[config.mk]
export PLATFORM = sky130hd
export DESIGN_NAME = pal_plane_port
export DESIGN_NICKNAME = d
export VERILOG_FILES = /design/src/rtl/ppp_pkg.sv /design/src/rtl/ppp_ctrl.sv /design/src/rtl/ppp_palette.sv /design/src/rtl/ppp_plane.sv /design/src/rtl/pal_plane_port.sv
export SDC_FILE = /design/constraint.sdc
export NUM_CORES = 1
export LEC_CHECK = 0
export ABC_AREA = 1
export BUFFER_PORTS_ARGS = -buffer_cell sky130_fd_sc_hd__buf_2
export CELL_PAD_IN_SITES_DETAIL_PLACEMENT = 0
export CELL_PAD_IN_SITES_GLOBAL_PLACEMENT = 1
export CORE_MARGIN = 2
export CORE_UTILIZATION = 43
export CTS_CLUSTER_SIZE = 24
export DETAILED_ROUTE_END_ITERATION = 10
export GPL_TIMING_DRIVEN = 0
export PLACE_DENSITY = 0.86
export SLEW_MARGIN = 40
export SYNTH_ARGS = -nofsm -noshare
export SYNTH_HDL_FRONTEND = slang
export SYNTH_SLANG_ARGS = --single-unit
[constraint.sdc]
create_clock -name clk -period 1.4 [get_ports clk]
set_input_delay 0.21 -clock clk [delete_from_list [all_inputs] [get_ports clk]]
set_output_delay 0.21 -clock clk [all_outputs]
set_load 0.005 [all_outputs]
[src/rtl/ppp_pkg.sv]
package ppp_pkg;

   typedef enum logic {
      MODE_PLANE   = 1'b0,
      MODE_PALETTE = 1'b1
   } port_mode_e;

   // Reset colour for entry n: the active-low code whose inverse is n
   function automatic logic [7:0] reset_colour(input int unsigned n);
      logic [7:0] v;
      v = n[7:0];
      return ~v;
   endfunction

endpackage

[src/rtl/ppp_ctrl.sv]
module ppp_ctrl #(
   parameter int ADDR_W   = 4,
   parameter int DATA_W   = 8,
   parameter int CTRL_OFS = 9,
   parameter int PORT_OFS = 14
) (
   input  logic                clk,
   input  logic                rst_n,
   input  logic                wr_en,
   input  logic [ADDR_W-1:0]   wr_addr,
   input  logic [DATA_W-1:0]   wr_data,
   output ppp_pkg::port_mode_e mode,
   output logic                pal_we,
   output logic                plane_we
);
   import ppp_pkg::*;

   localparam logic [ADDR_W-1:0] CtrlAddr = ADDR_W'(CTRL_OFS);
   localparam logic [ADDR_W-1:0] PortAddr = ADDR_W'(PORT_OFS);

   logic ctrl_hit;
   logic port_hit;

   assign ctrl_hit = wr_en && (wr_addr == CtrlAddr);
   assign port_hit = wr_en && (wr_addr == PortAddr);

   always_ff @(posedge clk) begin
      if (!rst_n) begin
         mode <= MODE_PLANE;
      end else if (ctrl_hit) begin
         mode <= port_mode_e'(wr_data[0]);
      end
   end

   assign pal_we   = port_hit && (mode == MODE_PALETTE);
   assign plane_we = port_hit && (mode == MODE_PLANE);

endmodule

[src/rtl/ppp_palette.sv]
module ppp_palette #(
   parameter int IDX_W   = 4,
   parameter int COLOR_W = 4,
   parameter bit OUT_REG = 1'b1
) (
   input  logic               clk,
   input  logic               rst_n,
   input  logic               we,
   input  logic [IDX_W-1:0]   w_idx,
   input  logic [COLOR_W-1:0] w_colour,
   input  logic [IDX_W-1:0]   r_idx,
   output logic [COLOR_W-1:0] r_irgb
);
   import ppp_pkg::*;

   localparam int NumEntries = 1 << IDX_W;

   logic [NumEntries-1:0][COLOR_W-1:0] entry_q;
   logic [COLOR_W-1:0]                 lookup_hi;

   for (genvar g = 0; g < NumEntries; g++) begin : g_entry
      localparam logic [7:0] RstFull = reset_colour(g);
      always_ff @(posedge clk) begin
         if (!rst_n) begin
            entry_q[g] <= RstFull[COLOR_W-1:0];
         end else if (we && (w_idx == IDX_W'(g))) begin
            entry_q[g] <= w_colour;
         end
      end
   end

   // Stored codes are active low; the display side takes active high
   assign lookup_hi = ~entry_q[r_idx];

   if (OUT_REG) begin : g_out_reg
      always_ff @(posedge clk) begin
         if (!rst_n) begin
            r_irgb <= '0;
         end else begin
            r_irgb <= lookup_hi;
         end
      end
   end else begin : g_out_comb
      assign r_irgb = lookup_hi;
   end

endmodule

[src/rtl/ppp_plane.sv]
module ppp_plane #(
   parameter int DATA_W  = 8,
   parameter int PLANE_W = 2
) (
   input  logic               clk,
   input  logic               rst_n,
   input  logic               we,
   input  logic [DATA_W-1:0]  wr_data,
   output logic [PLANE_W-1:0] plane
);

   always_ff @(posedge clk) begin
      if (!rst_n) begin
         plane <= '0;
      end else if (we) begin
         plane <= wr_data[PLANE_W-1:0];
      end
   end

endmodule

[src/rtl/pal_plane_port.sv]
module pal_plane_port #(
   parameter int ADDR_W   = 4,
   parameter int DATA_W   = 8,
   parameter int IDX_W    = 4,
   parameter int COLOR_W  = 4,
   parameter int PLANES   = 4,
   parameter int CTRL_OFS = 9,
   parameter int PORT_OFS = 14,
   parameter bit OUT_REG  = 1'b1
) (
   input  logic                       clk,
   input  logic                       rst_n,
   input  logic                       wr_en,
   input  logic [ADDR_W-1:0]          wr_addr,
   input  logic [DATA_W-1:0]          wr_data,
   input  logic [IDX_W-1:0]           pix_idx,
   output logic [COLOR_W-1:0]         irgb_out,
   output logic [$clog2(PLANES)-1:0]  plane_sel
);
   import ppp_pkg::*;

   localparam int PlaneW = $clog2(PLANES);

   if (DATA_W < IDX_W + COLOR_W) begin : g_bad_split
      $error("data byte too narrow for index and colour fields");
   end
   if (PLANES < 2 || (1 << PlaneW) != PLANES) begin : g_bad_planes
      $error("plane count must be a power of two of at least 2");
   end
   if (PlaneW > DATA_W) begin : g_bad_plane_w
      $error("plane number wider than the data byte");
   end
   if (CTRL_OFS == PORT_OFS || CTRL_OFS >= (1 << ADDR_W) || PORT_OFS >= (1 << ADDR_W)) begin : g_bad_ofs
      $error("control and data offsets must be distinct and addressable");
   end

   port_mode_e pal_mode;
   logic       pal_we;
   logic       plane_we;

   ppp_ctrl #(
      .ADDR_W  (ADDR_W),
      .DATA_W  (DATA_W),
      .CTRL_OFS(CTRL_OFS),
      .PORT_OFS(PORT_OFS)
   ) ctrl_i (
      .clk     (clk),
      .rst_n   (rst_n),
      .wr_en   (wr_en),
      .wr_addr (wr_addr),
      .wr_data (wr_data),
      .mode    (pal_mode),
      .pal_we  (pal_we),
      .plane_we(plane_we)
   );

   ppp_palette #(
      .IDX_W  (IDX_W),
      .COLOR_W(COLOR_W),
      .OUT_REG(OUT_REG)
   ) palette_i (
      .clk     (clk),
      .rst_n   (rst_n),
      .we      (pal_we),
      .w_idx   (wr_data[COLOR_W +: IDX_W]),
      .w_colour(wr_data[COLOR_W-1:0]),
      .r_idx   (pix_idx),
      .r_irgb  (irgb_out)
   );

   ppp_plane #(
      .DATA_W (DATA_W),
      .PLANE_W(PlaneW)
   ) plane_i (
      .clk    (clk),
      .rst_n  (rst_n),
      .we     (plane_we),
      .wr_data(wr_data),
      .plane  (plane_sel)
   );

endmodule

==> flow_summary_export.csv, run 1 <==
group,metric,value,unit
sta,relSlewSlack,60.3,%
grt,grt_pass1_wl,16400,um
finish,drive_above_1_share,13.6,%
synth,synth.distinct_cells,19,
die,initial_core_util,43.8,%
synth,syn_area,0.00333,sq mm
worst_hold_path,hold_path_class,"input pin to flop",
routing,viasPerCell,5.54,
synth,synth_top_area_share,42.7,%
die,die-width,92.0,um
run_status,status,"finished, final reports clean",
finish,utilization,50.4,%
die,rows,32,
worst_setup_path,slowest_delay,0.31,ns
placed_design,hpwlAfterDp,7210,um
finish,n_antenna_cell,0,
die,dieArea,0.00847,sq mm
synth,synthXorXnorAreaFrac,0,%
synth,yosys.area_share.simple,39.4,%
cts,clk_path_buf_depth,2,
synth,synth-async-reset-ratio,0,%
synth,syn-num-nets,487,
sta,finalCritPeriodShare,90.2,%
finish,design_area,0.00383,sq mm
synth,synthFlopType,"dfxtp_1",
sta,finalSetupViolations,0,
worst_setup_path,reg2reg_slack,0.14,ns
grt,track_usage,25.1,%
placed_design,io_buffers,21,
sta,fin_skew,0.0109,ns
cts,clk_latency,0.35,ns
worst_setup_path,end_kind,"flop",
finish,area_delta_synth_final,15.1,%
placed_design,placed_cell_area,0.00356,sq mm
run,max_cap_violations,0,
routing,drc,0,
synth,yosysTopAreaCell,"dfxtp_1",
sta,tightest_slew,0.595,ns
routing,drt-total-wl,9950,um
synth,yosysWarnings,0,
sta,rsz0062_at_grt,"yes",
synth,synthCells,468,
cts,ctsHtreeMaxLevel,3,
sta,hold_violations,0,
synth,synth_seq_area_share,42.7,%
worst_setup_path,critPathMaxFanout,10,
worst_setup_path,worstSetupStartpointType,"flop",
cts,cts_tree,"built",
worst_setup_path,path_class,"flop to flop",
die,die_h,92.0,um
synth,synth_top_family_by_area,"simple AND/OR/NAND/NOR gates",
sta,fin_crit,1.26,ns
grt,grt_max_degree,13,
synth,yosysMostFrequentCell,"nand2_1",
sta,final-max-slew-violation-count,0,
power_and_ir_drop,leakagePower,1.64,nW
cts,path_clk_slew,0.08,ns
placed_design,place_inst,591,
synth,postSynthAreaPerCell,7.12,sq um
sta,tns,0,ns
worst_setup_path,crit_chain,"buf_2 > inv_1 > nor2_4 > nand2_1 > nand2_1 > nand3_1",
finish,fin_cells,609,
routing,routedWlPerCell,16.3,um
cts,clock_tree.root_cell,"clkbuf_8",
grt,first_global_vias,3058,
synth,synth-adder-area-share,0,%
finish,nets,521,
worst_setup_path,arrival,1.48,ns
cts,numCtsBuffers,9,
synth,synth_mux_area_share,0,%
sta,max_freq,792,MHz
worst_setup_path,worst_ep_required_time,1.62,ns
synth,synth.area.top_cells,"dfxtp_1, nand2_1, nand3_1, o211ai_1, nand4_1",
routing,final_antenna_net_count,0,
grt,overflow,0,
die,core_area,0.00761,sq mm
routing,firstDrtPassIters,5,
worst_setup_path,slowest_stage,"dfxtp_1",
worst_setup_path,r2r-start,"ctrl_i.mode",
placed_design,place_congestion,0.881,
worst_setup_path,startpoint,"ctrl_i.mode",
synth,synth_compound_area_share,11.6,%
power_and_ir_drop,powerDensity,1150,mW/mm^2
worst_hold_path,hold_start,"wr_en",
finish,fillers,793,
routing,num_vias,3374,
synth,synth_seq_cells,71,
synth,synth_commonest_cells,"nand2_1, nand3_1, dfxtp_1",
grt,antenna_found_initial,0,
worst_setup_path,cp_common_cell,"nand2_1",
synth,synth_edf_count,0,
routing,drt-initial-drc-count,255,
power_and_ir_drop,max-vdd-ir-drop,0.000491,V
cts,cts_num_sinks,71,
die,io_pins,25,
-- where the power goes --
group / leakage (nW) / internal [W] / total [W] / switching [W]
combinational: 0.946 / 0.0000938 / 0.000349 / 0.000255
clock: 0.122 / 0.00123 / 0.00202 / 0.000794
sequential: 0.574 / 0.00203 / 0.00203 / 0.00000235
-- registers in the layout (all words and copies together), names as in the netlist --
register	count
palette_i.r_irgb	4
palette_i.entry_q	64
ctrl_i.mode	1
plane_i.plane	2
-- final cells by class --
| cell class | count | area (sq um) | area share, % |
|---|---|---|---|
| buffer | 31 | 151 | 3.95 |
| clock buffer | 10 | 138 | 3.59 |
| clock inverter | 6 | 108 | 2.81 |
| sequential | 71 | 1420 | 37.1 |
| timing repair buffer | 23 | 120 | 3.13 |
| inverter | 19 | 71.3 | 1.86 |
| multi-input combinational | 347 | 1700 | 44.3 |
| tap | 102 | 128 | 3.33 |
-- critical path: cells and delay by family (launching register included) --
kind	cells	cell delay (ns)
buf+inv	2	0.32
flops	1	0.31
simple gates	4	0.49
-- through the flow --
step,power [W],worst slack (ns),hold WS (ns)
2_1_floorplan,0.00229,0.275,0.370
3_3_place_gp,0.00242,-0.0965,0.446
3_5_place_dp,0.00242,-0.110,0.449
4_1_cts,0.00441,0.0165,0.154
5_1_grt,0.00456,-0.0290,0.163
6_report,0.00440,0.138,0.156
-- metal layers --
layer / vias to the layer above / global-route usage (%) / part of all wire, %
li1: 1672 / - / -
met1: 1540 / 36.2 / 47
met2: 136 / 37.3 / 43
met3: 26 / 3.53 / 6.9
met4: 0 / 11.3 / 2.9
met5: - / 0 / 0
-- repair_timing --
item	in CTS	in global routing
endpoints found under the setup margin	0	47
buffers inserted	0	2
endpoints found under the hold margin	0	0
gates resized for setup	0	9
hold buffers	0	0
-- cell usage in the layout, fill, tap and decap left out, drive strengths merged --
cell type	count
clkinv	3
nand4	30
clkbuf	28
nor2	27
nand2	141
bufinv	3
dfxtp	71
nor3	1
inv	18
a21oi	35
clkinvlp	1
nand3	84
buf	36
o211ai	26
o21ai	3
-- kinds of logic after synthesis --
| family | count (synthesis) |
|---|---|
| simple gates | 283 |
| compound gates | 64 |
| buf+inv | 50 |
| flops | 71 |
-- path summary, 6_finish.rpt --
path,end,depth (start not counted)
worst min register to register,palette_i.entry_q[22],2
worst max-delay path,palette_i.entry_q[2],6
worst min-delay path,ctrl_i.mode,3
worst max register to register,palette_i.entry_q[2],6
No activity file was read; power rests on OpenSTA's default activity.
==> inputs of run 2 (changes only) <==
--- a/config.mk
+++ b/config.mk
@@ -6,15 +6,17 @@
 export NUM_CORES = 1
 export LEC_CHECK = 0
 export ABC_AREA = 1
+export ABC_CLOCK_PERIOD_IN_PS = 1400
 export BUFFER_PORTS_ARGS = -buffer_cell sky130_fd_sc_hd__buf_2
 export CELL_PAD_IN_SITES_DETAIL_PLACEMENT = 0
 export CELL_PAD_IN_SITES_GLOBAL_PLACEMENT = 1
 export CORE_MARGIN = 2
-export CORE_UTILIZATION = 43
+export CORE_UTILIZATION = 45
+export CTS_BUF_LIST = sky130_fd_sc_hd__clkbuf_8
 export CTS_CLUSTER_SIZE = 24
 export DETAILED_ROUTE_END_ITERATION = 10
 export GPL_TIMING_DRIVEN = 0
-export PLACE_DENSITY = 0.86
+export PLACE_DENSITY = 0.89
 export SLEW_MARGIN = 40
 export SYNTH_ARGS = -nofsm -noshare
 export SYNTH_HDL_FRONTEND = slang
==> run 2 against run 1 <==
Net effect:
- clock power increased by 2%
- largest cell class unchanged
- via count about the same
- combinational power about the same
- register-to-register slack got worse by 0.02 ns
- largest power group is now the clock network
- sequential share of layout area increased by 0.097 points
- worst hold slack got worse by 0.0055 ns
- non-clock buffer count decreased by 2
- first-iteration DRC count increased by 13%
- highest routed layer unchanged
- power increased by 0.90%
- die area decreased by 4.3%
==> flow_summary_export.csv, run 2 (same netlist as run 1, synthesis figures left out) <==
group,metric,value,unit
run_status,status,"finished, final reports clean",
sta,tightest_slew,0.606,ns
routing,routedWlPerCell,16.2,um
placed_design,place_congestion,0.929,
power_and_ir_drop,max-vdd-ir-drop,0.000434,V
sta,max_freq,782,MHz
die,io_pins,25,
finish,n_antenna_cell,0,
sta,final-max-slew-violation-count,0,
power_and_ir_drop,leakagePower,1.64,nW
finish,top_regs,"palette_i.entry_q (64), palette_i.r_irgb (4), plane_i.plane (2)",
worst_hold_path,hold_path_class,"input pin to flop",
finish,drive_above_1_share,13.3,%
sta,fin_skew,0.00940,ns
power_and_ir_drop,powerDensity,1160,mW/mm^2
grt,first_global_vias,3069,
sta,tns,0,ns
cts,numCtsBuffers,9,
power_and_ir_drop,switching_share,24.2,%
finish,utilization,53.0,%
routing,drt-initial-drc-count,289,
routing,drt-total-wl,9800,um
cts,cts_resized,0,
worst_setup_path,critPathMaxFanout,10,
finish,fin_cells,604,
placed_design,io_buffers,21,
finish,seqCellArea,0.00142,sq mm
power_and_ir_drop,p_int,0.00337,W
placed_design,place_inst,588,
cts,ctsHtreeMaxLevel,3,
power_and_ir_drop,switchingPower,0.00107,W
finish,nets,519,
placed_design,hpwlAfterDp,7140,um
power_and_ir_drop,seq_power_share,45.8,%
cts,path_clk_slew,0.08,ns
finish,multiInputGateArea,0.00170,sq mm
worst_setup_path,arrival,1.49,ns
worst_setup_path,end_kind,"flop",
run,max_cap_violations,0,
finish,design_area,0.00382,sq mm
worst_setup_path,worst_ep_required_time,1.61,ns
die,rows,31,
sta,finalSetupViolations,0,
grt,track_usage,24.7,%
cts,cts_tree,"built",
grt,antenna_found_initial,0,
worst_setup_path,worstSetupStartpointType,"flop",
sta,fin_crit,1.28,ns
die,initial_core_util,46.2,%
cts,cts_setup_buffers,0,
routing,firstDrtPassIters,5,
cts,clk_latency,0.36,ns
cts,cts_num_sinks,71,
sta,rsz0062_at_grt,"no",
routing,num_vias,3376,
routing,final_antenna_net_count,0,
grt,grt_max_degree,14,
finish,layout_common_cells,"nand2_1, nand3_1, dfxtp_1, a21oi_1, buf_2",
sta,relSlewSlack,59.6,%
finish,largest_reg_flops,64,
sta,hold_violations,0,
grt,grt_pass1_wl,15800,um
sta,finalCritPeriodShare,91.3,%
routing,drc,0,
worst_setup_path,path_class,"flop to flop",
die,die-width,90.0,um
power_and_ir_drop,clkPwrFrac,46.4,%
finish,fillers,748,
routing,viasPerCell,5.59,
finish,largest-register,"palette_i.entry_q",
power_and_ir_drop,comb_power_share,7.8,%
die,die_h,90.0,um
power_and_ir_drop,finalPower,0.00444,W
die,core_area,0.00721,sq mm
grt,overflow,0,
cts,clock_tree.root_cell,"clkbuf_8",
cts,clk_path_buf_depth,2,
finish,area_delta_synth_final,14.8,%
die,dieArea,0.00811,sq mm
placed_design,placed_cell_area,0.00356,sq mm
cts,cts_hold_buf,0,
finish,layout_commonest_cell,"nand2_1",
run 2: cell count changes in the layout (fill, tap and decap cells not counted):
cell        previous run  this run
buf_4                  3         1
clkinv_2               2         0
clkinv_4               0         2
clkinvlp_4             1         0
inv_6                  0         1
run 2: worst max-delay path: stages (launching register included):
cell and delay, ns:
dfxtp_1 0.32, buf_2 0.21, inv_1 0.11, nor2_4 0.20, nand2_1 0.14, nand2_1 0.09, nand3_1 0.07
run 2: worst paths after layout:
kind,from,slack [ns],cells past startpoint,endpoint
worst min register to register,palette_i.entry_q[29],0.46,2,palette_i.entry_q[29]
worst min-delay path,wr_en,0.15,3,ctrl_i.mode
worst max register to register,ctrl_i.mode,0.12,6,palette_i.entry_q[3]
worst max-delay path,ctrl_i.mode,0.12,6,palette_i.entry_q[3]
run 2: metal layers:
metal / global-route usage (%) / routed length, um / vias up / share of wire [%]
met3: 3.52 / 680 / 22 / 6.9
met5: 0 / 0 / - / 0
met4: 12.8 / 251 / 0 / 2.6
met1: 35.1 / 4580 / 1541 / 47
li1: - / - / 1668 / -
met2: 36.5 / 4290 / 145 / 44
run 2: metrics by stage:
step                setup slack (ns)  hold slack (ns)
CTS                          0.00380            0.151
finish                         0.122            0.150
global route                  0.0117            0.183
floorplan                      0.275            0.370
detailed placement           -0.0670            0.452
global placement             -0.0913            0.446
run 2: final cells by class:
cell class	count	share of cell area, %
clock buffer	10	3.60
sequential	71	37.2
tap	99	3.24
inverter	19	1.87
multi-input combinational	347	44.4
clock inverter	6	3.04
buffer	31	3.96
timing repair buffer	21	2.75
run 2: power by group through the flow:
stage	clock [W]	sequential, W	combinational, W
floorplan	0	0.00208	0.000211
global placement	0	0.00208	0.000337
detailed placement	0	0.00208	0.000338
CTS	0.00208	0.00203	0.000340
global route	0.00217	0.00203	0.000380
finish	0.00206	0.00203	0.000346
==> inputs of run 3 (changes only) <==
--- a/config.mk
+++ b/config.mk
@@ -11,12 +11,11 @@
 export CELL_PAD_IN_SITES_DETAIL_PLACEMENT = 0
 export CELL_PAD_IN_SITES_GLOBAL_PLACEMENT = 1
 export CORE_MARGIN = 2
-export CORE_UTILIZATION = 45
-export CTS_BUF_LIST = sky130_fd_sc_hd__clkbuf_8
+export CORE_UTILIZATION = 43
 export CTS_CLUSTER_SIZE = 24
 export DETAILED_ROUTE_END_ITERATION = 10
 export GPL_TIMING_DRIVEN = 0
-export PLACE_DENSITY = 0.89
+export PLACE_DENSITY_LB_ADDON = 0.1
 export SLEW_MARGIN = 40
 export SYNTH_ARGS = -nofsm -noshare
 export SYNTH_HDL_FRONTEND = slang
==> run 3 against run 2 <==
Net effect:
- die area grew 4.4%
- sequential share of layout area grew 0.54 points
- maximum frequency is 1.9% lower
- critical path depth down 1
- sequential cell count unchanged
- critical endpoint is now palette_i.entry_q[21]
- via count fell by 0.18%
- sequential power hardly changed
- setup slack lost 0.024 ns
- highest routed layer unchanged
==> flow_summary_export.csv, run 3 (same netlist as run 1, synthesis figures left out) <==
group,metric,value,unit
cts,cts_num_sinks,71,
worst_setup_path,reg2reg_slack,0.1,ns
placed_design,place_inst,591,
finish,area_delta_synth_final,13.1,%
routing,final_antenna_net_count,0,
worst_setup_path,end_kind,"flop",
finish,layout_common_cells,"nand2_1, nand3_1, dfxtp_1, a21oi_1, buf_2",
worst_setup_path,startpoint,"ctrl_i.mode",
finish,largest-register,"palette_i.entry_q",
sta,max_freq,768,MHz
grt,first_global_vias,3174,
die,die_h,92.0,um
worst_hold_path,hold_path_class,"input pin to flop",
sta,relSlewSlack,60.0,%
sta,final-max-slew-violation-count,0,
die,io_pins,25,
grt,track_usage,25.8,%
cts,path_clk_slew,0.07,ns
run_status,status,"finished, final reports clean",
sta,finalCritPeriodShare,93.1,%
routing,drt-total-wl,10300,um
finish,largest_reg_flops,64,
worst_setup_path,arrival,1.51,ns
worst_setup_path,slowest_stage,"dfxtp_1",
finish,nets,519,
finish,utilization,49.5,%
sta,fin_skew,0.00744,ns
placed_design,placed_cell_area,0.00356,sq mm
grt,grt_pass1_wl,16900,um
die,initial_core_util,43.8,%
placed_design,io_buffers,21,
grt,antenna_found_initial,0,
die,core_area,0.00761,sq mm
finish,fillers,811,
routing,viasPerCell,5.55,
finish,fin_cells,607,
cts,cts_tree,"built",
worst_setup_path,critPathCapture,"palette_i.entry_q[21]",
routing,drt-initial-drc-count,258,
finish,layout_commonest_cell,"nand2_1",
power_and_ir_drop,leakagePower,1.60,nW
die,rows,32,
cts,ctsHtreeMaxLevel,3,
sta,finalSetupViolations,0,
worst_setup_path,r2r.worst_path.cells,5,
finish,n_antenna_cell,0,
sta,tightest_slew,0.600,ns
worst_setup_path,slowest_delay,0.30,ns
sta,rsz0062_at_grt,"no",
cts,numCtsBuffers,9,
worst_setup_path,r2r-start,"ctrl_i.mode",
grt,grt_max_degree,13,
cts,clock_tree.root_cell,"clkbuf_8",
placed_design,place_congestion,0.899,
worst_setup_path,worst_ep_required_time,1.60,ns
power_and_ir_drop,max-vdd-ir-drop,0.000497,V
finish,top_regs,"palette_i.entry_q (64), palette_i.r_irgb (4), plane_i.plane (2)",
grt,overflow,0,
routing,routedWlPerCell,16.9,um
worst_setup_path,worstSetupStartpointType,"flop",
placed_design,hpwlAfterDp,7480,um
finish,design_area,0.00377,sq mm
worst_setup_path,critPathMaxFanout,10,
die,dieArea,0.00847,sq mm
sta,fin_crit,1.30,ns
cts,clk_path_buf_depth,2,
routing,drc,0,
power_and_ir_drop,powerDensity,1070,mW/mm^2
cts,cts_hold_buf,0,
sta,tns,0,ns
worst_setup_path,reg2reg_to,"palette_i.entry_q[21]",
finish,drive_above_1_share,13.1,%
routing,num_vias,3370,
routing,firstDrtPassIters,7,
worst_setup_path,crit_chain,"buf_2 > buf_4 > nand3_2 > nand2_1 > o211ai_1",
cts,cts_setup_buffers,0,
cts,clk_latency,0.36,ns
worst_setup_path,path_class,"flop to flop",
sta,hold_violations,0,
die,die-width,92.0,um
run,max_cap_violations,0,
## run 3: cell types whose count changed in the layout (fill, tap and decap cells not counted), sizes merged
| cell | before | now |
|---|---|---|
| clkinv | 3 | 2 |
| clkinvlp | 0 | 3 |
| bufinv | 3 | 1 |
| inv | 19 | 18 |
| clkbuf | 28 | 29 |
## run 3: per-layer routing
layer / global-route usage [%] / vias up / wire, um
li1: - / 1671 / -
met1: 36.8 / 1543 / 4990
met2: 38.8 / 132 / 4430
met3: 5.67 / 24 / 605
met4: 8.58 / 0 / 228
met5: 0 / - / 0
## run 3: worst max-delay path, delay by kind of cell, from the launching register on
| family | cells | cell delay [ns] |
|---|---|---|
| buffers and inverters | 2 | 0.46 |
| and+or+nand+nor | 2 | 0.29 |
| AOI/OAI and AO/OA | 1 | 0.10 |
| DFF | 1 | 0.30 |
## run 3: through the flow
stage / worst slack [ns] / total power (W) / hold slack, ns
final: 0.0972 / 0.00405 / 0.153
after global routing: 0.00217 / 0.00419 / 0.173
after CTS: 0.0770 / 0.00407 / 0.155
after detailed placement: -0.181 / 0.00243 / 0.449
after global placement: -0.0985 / 0.00243 / 0.447
after floorplan: 0.275 / 0.00229 / 0.370
## run 3: layout make-up
cell class                      instances  area, sq um  area share (%)
Clock buffer                           11          141            3.75
Tap cell                              102          128            3.39
Timing Repair Buffer                   21          105            2.79
Sequential cell                        71         1420            37.7
Clock inverter                          5         57.6            1.53
Multi-Input combinational cell        347         1700            45.0
Inverter                               19         71.3            1.89
Buffer                                 31          148            3.92
## run 3: where the power goes
| group | switching, W | internal (W) | total (W) |
|---|---|---|---|
| registers | 0.00000218 | 0.00203 | 0.00203 |
| logic | 0.000258 | 0.0000932 | 0.000351 |
| clock network | 0.000801 | 0.000868 | 0.00167 |
| total | 0.00106 | 0.00299 | 0.00405 |
## run 3: worst min path at each step
| stage | to | slack (ns) | from | cells past startpoint |
|---|---|---|---|---|
| final | ctrl_i.mode | 0.15 | wr_en | 3 |
| after global routing | palette_i.r_irgb[0] | 0.17 | pix_idx[3] | 3 |
| after CTS | ctrl_i.mode | 0.16 | wr_en | 3 |
| after detailed placement | palette_i.entry_q[3] | 0.45 | palette_i.entry_q[3] | 2 |
| after global placement | palette_i.entry_q[0] | 0.45 | palette_i.entry_q[0] | 2 |
| after floorplan | palette_i.r_irgb[0] | 0.37 | pix_idx[3] | 2 |
## run 3: repair_timing
item	4_1_cts	5_1_grt
hold endpoints to repair	0	0
gates resized for setup	1	6
cloned	0	0
endpoints found under the setup margin	1	14
